## config.mk

```make
export PLATFORM = sky130hd
export DESIGN_NAME = pincfg_bank_file
export DESIGN_NICKNAME = d
export VERILOG_FILES = /design/src/rtl/pincfg_pkg.sv /design/src/rtl/pincfg_decode.sv /design/src/rtl/pincfg_pin.sv /design/src/rtl/pincfg_bank_file.sv
export SDC_FILE = /design/constraint.sdc
export NUM_CORES = 1
export LEC_CHECK = 0
export ABC_AREA = 0
export BUFFER_PORTS_ARGS = -buffer_cell sky130_fd_sc_hd__buf_2
export CAP_MARGIN = 5
export CORE_ASPECT_RATIO = 1.4
export CORE_MARGIN = 3
export CORE_UTILIZATION = 36
export DETAILED_ROUTE_END_ITERATION = 16
export SETUP_SLACK_MARGIN = 0.15
export SYNTH_ARGS = -nofsm -noshare
export SYNTH_HDL_FRONTEND = slang
export SYNTH_SLANG_ARGS = --single-unit
export TNS_END_PERCENT = 10
```

## constraint.sdc

```tcl
create_clock -name clk -period 2.45 [get_ports clk]
set_input_delay 0.245 -clock clk [delete_from_list [all_inputs] [get_ports clk]]
set_output_delay 0.245 -clock clk [all_outputs]
set_load 0.05 [all_outputs]
```

## src/rtl/pincfg_pkg.sv

```systemverilog
// Package: shared constants and the mode encoding for the pin configuration
// register file. Assumes four payload bits per bank and an 8-bit bus.
package pincfg_pkg;
    localparam int NUM_BANKS = 6;
    localparam int BIDX_W    = 3;
    localparam int PAY_W     = 4;
    localparam int DATA_W    = 8;
    localparam int CMD_BIT   = 7;

    typedef enum logic [1:0] {
        MODE_IN    = 2'd0,
        MODE_INOUT = 2'd1,
        MODE_OUT   = 2'd2,
        MODE_OFF   = 2'd3
    } pin_mode_e;

    localparam logic [BIDX_W-1:0] BANK_CTRL = 3'd1;
    localparam logic [BIDX_W-1:0] BANK_DRV  = 3'd3;
endpackage

```

## src/rtl/pincfg_decode.sv

```systemverilog
// Module: pincfg_decode
// Maps a bus address onto a pin index. Assumes the pin window
// [BASE_ADDR, BASE_ADDR+NUM_PINS) fits inside ADDR_W bits.
module pincfg_decode #(
    parameter int ADDR_W    = 10,
    parameter int BASE_ADDR = 'h150,
    parameter int NUM_PINS  = 8,
    localparam int PIN_W    = (NUM_PINS > 1) ? $clog2(NUM_PINS) : 1
) (
    input  logic [ADDR_W-1:0] addr,
    output logic              hit,
    output logic [PIN_W-1:0]  idx
);
    localparam logic [ADDR_W-1:0] LO = ADDR_W'(BASE_ADDR);
    localparam logic [ADDR_W-1:0] HI = ADDR_W'(BASE_ADDR + NUM_PINS);

    logic [ADDR_W-1:0] offs;

    // Range test and offset inside the pin window.
    always_comb begin
        hit  = (addr >= LO) && (addr < HI);
        offs = addr - LO;
        idx  = offs[PIN_W-1:0];
    end
endmodule

```

## src/rtl/pincfg_pin.sv

```systemverilog
// Module: pincfg_pin
// Holds the six banks and the bank pointer of one pin and derives its pad
// controls. Assumes wr is already qualified by the address decode.
module pincfg_pin
    import pincfg_pkg::*;
(
    input  logic                    clk,
    input  logic                    rst_n,
    input  logic                    wr,
    input  logic [DATA_W-1:0]       wdata,
    input  logic                    pad_in,
    output logic [BIDX_W-1:0]       ptr,
    output logic [PAY_W-1:0]        sel_bank,
    output logic                    oe,
    output logic                    out,
    output logic                    od,
    output logic                    rt,
    output logic                    level
);
    logic [NUM_BANKS-1:0][PAY_W-1:0] bank_q;
    logic [BIDX_W-1:0]               ptr_q;
    logic                            rt_q;
    logic [BIDX_W-1:0]               w_idx;
    logic                            w_ok;
    pin_mode_e                       mode;
    logic                            val, dis;

    assign w_idx = wdata[6:4];
    assign w_ok  = (w_idx < BIDX_W'(NUM_BANKS));

    // Bank loads on flagged writes to a valid index.
    always_ff @(posedge clk) begin
        if (!rst_n) begin
            bank_q <= '0;
        end else if (wr && wdata[CMD_BIT] && w_ok) begin
            for (int b = 0; b < NUM_BANKS; b++) begin
                if (w_idx == BIDX_W'(b)) bank_q[b] <= wdata[PAY_W-1:0];
            end
        end
    end

    // Pointer moves on unflagged writes to a valid index.
    always_ff @(posedge clk) begin
        if (!rst_n)                              ptr_q <= '0;
        else if (wr && !wdata[CMD_BIT] && w_ok)  ptr_q <= w_idx;
    end

    // Real-time status sample of the pad.
    always_ff @(posedge clk) begin
        if (!rst_n) rt_q <= 1'b0;
        else        rt_q <= pad_in;
    end

    // Selected-bank read mux.
    always_comb begin
        sel_bank = '0;
        for (int b = 0; b < NUM_BANKS; b++) begin
            if (ptr_q == BIDX_W'(b)) sel_bank = bank_q[b];
        end
    end

    // Pad control from bank 1 and the bank 3 disable flag.
    always_comb begin
        mode  = pin_mode_e'(bank_q[BANK_CTRL][3:2]);
        od    = bank_q[BANK_CTRL][1];
        val   = bank_q[BANK_CTRL][0];
        dis   = bank_q[BANK_DRV][0];
        oe    = ((mode == MODE_INOUT) || (mode == MODE_OUT)) && !dis && !(od && val);
        out   = val && !od;
        level = (mode == MODE_OUT) ? val : rt_q;
    end

    assign ptr = ptr_q;
    assign rt  = rt_q;


    cmd_keeps_ptr_chk: assert property (@(posedge clk) disable iff (!rst_n)
        (wr && wdata[CMD_BIT]) |=> $stable(ptr_q));

    sel_keeps_banks_chk: assert property (@(posedge clk) disable iff (!rst_n)
        (wr && !wdata[CMD_BIT]) |=> $stable(bank_q));

    bad_index_ignored_chk: assert property (@(posedge clk) disable iff (!rst_n)
        (wr && (wdata[6:4] > 3'd5)) |=> ($stable(bank_q) && $stable(ptr_q)));

    rt_follows_pad_chk: assert property (@(posedge clk) disable iff (!rst_n)
        rst_n |=> (rt == $past(pad_in)));
endmodule

```

## src/rtl/pincfg_bank_file.sv

```systemverilog
// Module: pincfg_bank_file
// Top of the banked pin configuration register file: decodes the bus,
// fans writes out to one pincfg_pin per pin and registers read data.
// Assumes one access per cycle; a read in the same cycle as a write sees
// the state from before the write.
module pincfg_bank_file
    import pincfg_pkg::*;
#(
    parameter int NUM_PINS  = 8,
    parameter int ADDR_W    = 10,
    parameter int BASE_ADDR = 'h150
) (
    input  logic                  clk,
    input  logic                  rst_n,
    input  logic [ADDR_W-1:0]     bus_addr,
    input  logic [DATA_W-1:0]     bus_wdata,
    input  logic                  bus_we,
    input  logic                  bus_re,
    output logic [DATA_W-1:0]     bus_rdata,
    input  logic [NUM_PINS-1:0]   pad_in,
    output logic [NUM_PINS-1:0]   pad_oe,
    output logic [NUM_PINS-1:0]   pad_out,
    output logic [NUM_PINS-1:0]   pad_od,
    output logic [NUM_PINS-1:0]   rt_status,
    output logic [NUM_PINS-1:0]   pin_level
);
    localparam int PIN_W = (NUM_PINS > 1) ? $clog2(NUM_PINS) : 1;

    logic              hit;
    logic [PIN_W-1:0]  idx;
    logic [BIDX_W-1:0] ptr_w [NUM_PINS];
    logic [PAY_W-1:0]  nib_w [NUM_PINS];
    logic [DATA_W-1:0] rd_next;

    pincfg_decode #(
        .ADDR_W(ADDR_W), .BASE_ADDR(BASE_ADDR), .NUM_PINS(NUM_PINS)
    ) u_dec (
        .addr(bus_addr), .hit(hit), .idx(idx)
    );

    for (genvar p = 0; p < NUM_PINS; p++) begin : g_pin
        logic wr_p;
        assign wr_p = bus_we && hit && (idx == PIN_W'(p));
        pincfg_pin u_pin (
            .clk(clk), .rst_n(rst_n), .wr(wr_p), .wdata(bus_wdata),
            .pad_in(pad_in[p]), .ptr(ptr_w[p]), .sel_bank(nib_w[p]),
            .oe(pad_oe[p]), .out(pad_out[p]), .od(pad_od[p]),
            .rt(rt_status[p]), .level(pin_level[p])
        );
    end

    // Read word for the addressed pin, zero outside the window.
    always_comb begin
        rd_next = '0;
        for (int p = 0; p < NUM_PINS; p++) begin
            if (hit && (idx == PIN_W'(p))) rd_next = {1'b0, ptr_w[p], nib_w[p]};
        end
    end

    // Read data register, updated on the read strobe.
    always_ff @(posedge clk) begin
        if (!rst_n)      bus_rdata <= '0;
        else if (bus_re) bus_rdata <= rd_next;
    end


    oor_read_zero_chk: assert property (@(posedge clk) disable iff (!rst_n)
        (bus_re && !hit) |=> (bus_rdata == '0));

    rdata_cmd_bit_zero_chk: assert property (@(posedge clk) disable iff (!rst_n)
        bus_re |=> !bus_rdata[CMD_BIT]);
endmodule

```

==> results.md <==
- WP data arrival: roughly 2.6 ns
- Most common cell after layout, fill and taps aside: dfxtp_1
- Clock Skew: around 0.013 ns
- Crit end category: flop
- Syn Std Cell Area: 0.0120 mm^2
- Unrepaired setup endpoints after global routing: false
- Finished Layout Cells: about 1,900
- Clock Path Buffers: 3
- Worst-path clk slew: 0.06 ns
- CTS tree: done
- Post-synth ARST share: 0%
- Run status: complete, no violations
- TritonCTS buffer count: 24
- Syn_area_per_cell: 8.48 um^2
- Slowest stage delay, CP: between 0.6 and 0.7 ns
- Drt pass-1 iters: 6
- Met2 wire len: 18.0 mm
- CP max FO: 14
- Grt total ovfl: 0
- Vias in the first global route: 9,789
- Ant. Diodes: 0
- Die height: around 220 um
- Drt via density: 5.42
- Area Overhead vs Synth: 12.8%
- Required time of the worst setup path: 2.86 ns
- Sequential fraction of the synthesis area: 38.6%
- Final Cycle Share: about nine tenths
- CP bufs+invs: 0
- Crit-path cells: nor2b_1 -> a31o_2 -> a221oi_1 -> o21ai_0 -> o311ai_1 -> nand2_1
- Routed wire length per instance: between 15 and 20 um
- Global-route wire length before repair: 54.9 mm
- Net Count, Synth: about 1,400
- Wl on met1: 14.3 mm
- Final wirelength: about 35 mm
- Final nets: 1,460
- Later-pin clock latency in the skew report: 0.53 ns
- Setup crit start kind: flop
- Max_cap viols: 0
- Number of synthesized flops with an enable pin: 0
- Final setup violation count: 0
- Most frequent cells in the layout: 229 x dfxtp_1, 213 x nand2_1, 172 x a21boi_0
- Final ANT Viol Nets: 0
- Postcts setup bufs: 0
- WS Path Type: flop to flop
- Slew Limit Fails: 0
- CTS H-Tree Depth: 1
- Root Driver: clkbuf_16
- Synth Register Bits: 231
- Leak: approximately 4.4 nW
- Largest net degree at the start of global routing: between 80 and 90
- Via Count: roughly 10,000
- Crit path time final: 2.16 ns
- F_max: 462 MHz
- Tot Pwr: 7.88 mW
- Worst hold slack: 0.0468 ns
- Library cells used by synthesis: 64
- Worst slew pin tran: 0.752 ns
- Peak supply drop: 423 uV
- Inst Count DP: 1,828
- # DRC: 0
- Num rows: 78
- Min-Delay Path Class: primary input to flop
- Share of layout cells above drive strength 1: around 16%
- Clock Sinks: 231
- Fillers: 3,349
- DR WL met3: roughly 1.4 mm
- Syn Inst Count: 1,411
- Gp weighted congestion: 0.940
- Initial antenna violation count: 0
- Top Metal Used: met4
- Setup TNS: 0 ns
- Yosys synthesis warning count: 0
- Dpl hpwl: 24.2 mm
- # port buffers: 76
- Starting Density: 36.7%
- Die area: 0.0355 mm^2
- Slowest cell on crit path: dfxtp_1
- Die width: 160 um
- Critical path's top delay family: compound AO/OA/AOI/OAI gates
- Hold Fails Final Rpt: 0
- Slew headroom: 49.9%
- GRT Total Usage: 18.9%
- 1st-iter DRT viols: 650
- Power Density: 584 mW/mm^2
- Ys flop type: dfxtp_1
- # IOs: 78
- Core box area: 0.0326 mm^2
==> through the flow <==
step	worst slack, ns	cell area [um^2]	util, %
after global routing	0.152	13500	41.4
after detailed placement	0.148	12600	38.8
after floorplan	0.505	12000	-
final	0.288	13500	41.4
after CTS	0.201	13500	41.4
after global placement	0.231	12600	38.8
==> final cells by class <==
cell class	instances	area, um^2	share of cell area, %
multi-input cells	1004	6520	48.3
flip-flops and latches	231	4630	34.3
repair buffers	143	956	7.08
clock buffers	34	699	5.18
well taps	440	551	4.08
clock inverters	10	83.8	0.621
inverters	18	67.6	0.500
==> worst paths after layout <==
kind	startpoint	slack (ns)	end	depth (start not counted)
max	g_pin[6].u_pin.ptr[2]$_SDFFE_PN0P_	0.29	bus_rdata[0]$_SDFFE_PN0P_	6
min	bus_wdata[2]	0.05	g_pin[7].u_pin.bank_q[2]$_SDFFE_PN0P_	3
max reg2reg	g_pin[6].u_pin.ptr[2]$_SDFFE_PN0P_	0.29	bus_rdata[0]$_SDFFE_PN0P_	6
min reg2reg	g_pin[0].u_pin.bank_q[16]$_SDFFE_PN0P_	0.47	g_pin[0].u_pin.bank_q[16]$_SDFFE_PN0P_	2
==> sequential cells by signal, summed over array words and instances, names as in the netlist <==
| name | count |
|---|---|
| g_pin.u_pin.od | 8 |
| bus_rdata | 7 |
| g_pin.u_pin.rt | 8 |
| g_pin.u_pin.bank_q | 184 |
| g_pin.u_pin.ptr | 24 |
==> Yosys cell counts (5+ instances only) <==
library cell	count	area share (%)
a21boi_0	172	11
clkbuf_1	99	3.1
and3b_1	7	0.51
nand2_1	213	6.7
nor2b_1	63	3.3
mux2_2	19	1.8
nand2b_1	10	0.52
buf_2	11	0.46
nor2_1	58	1.8
buf_1	6	0.19
nand3_1	43	1.8
nor3_1	5	0.21
and3_1	6	0.31
inv_1	18	0.56
o21ai_0	171	7.1
a31oi_1	5	0.26
mux4_2	16	3.0
a222oi_1	6	0.50
a211oi_1	14	0.88
o221ai_1	7	0.51
a22oi_1	6	0.38
nand3b_1	7	0.44
and2_1	12	0.63
a21oi_1	14	0.59
dfxtp_1	231	39
mux2i_1	76	6.4
ha_1	8	0.84
buf_4	42	2.6
==> cells by family (layout without fill, tap and decap cells) <==
logic type	count (synthesis)	in the layout	share of synthesized area (%)
adder cells (fa/ha/maj)	8	8	0.836
multiplexers	111	111	11.2
AND/OR/NAND/NOR	453	453	18.8
other	1	1	0.0313
buffers and inverters	176	205	6.95
AO/OA/AOI/OAI	431	431	23.6
flip-flops	231	231	38.6
==> report_power, final <==
| part | switching [mW] | internal [mW] |
|---|---|---|
| logic | 0.308 | 0.144 |
| registers | 0.00766 | 3.76 |
| clock network | 1.56 | 2.10 |
==> worst register-to-register path: cells and delay by family, from the launching register on <==
| family | cells | cell delay [ns] |
|---|---|---|
| simple gates | 2 | 0.27 |
| flops | 1 | 0.64 |
| compound gates | 4 | 1.15 |
==> timing repair <==
item | 4_1_cts | 5_1_grt
resized for setup | 0 | 3
hold buffers | 8 | 0
setup endpoints to repair | 0 | 1
endpoints found under the hold margin | 8 | 0
==> per-layer routing <==
layer  global-route usage, %  vias up
li1                        -     4939
met1                    22.7     4931
met2                    34.5      249
met3                    1.87       67
met4                    7.51        0
met5                       0        -
Power figures use the tool's default switching activity.
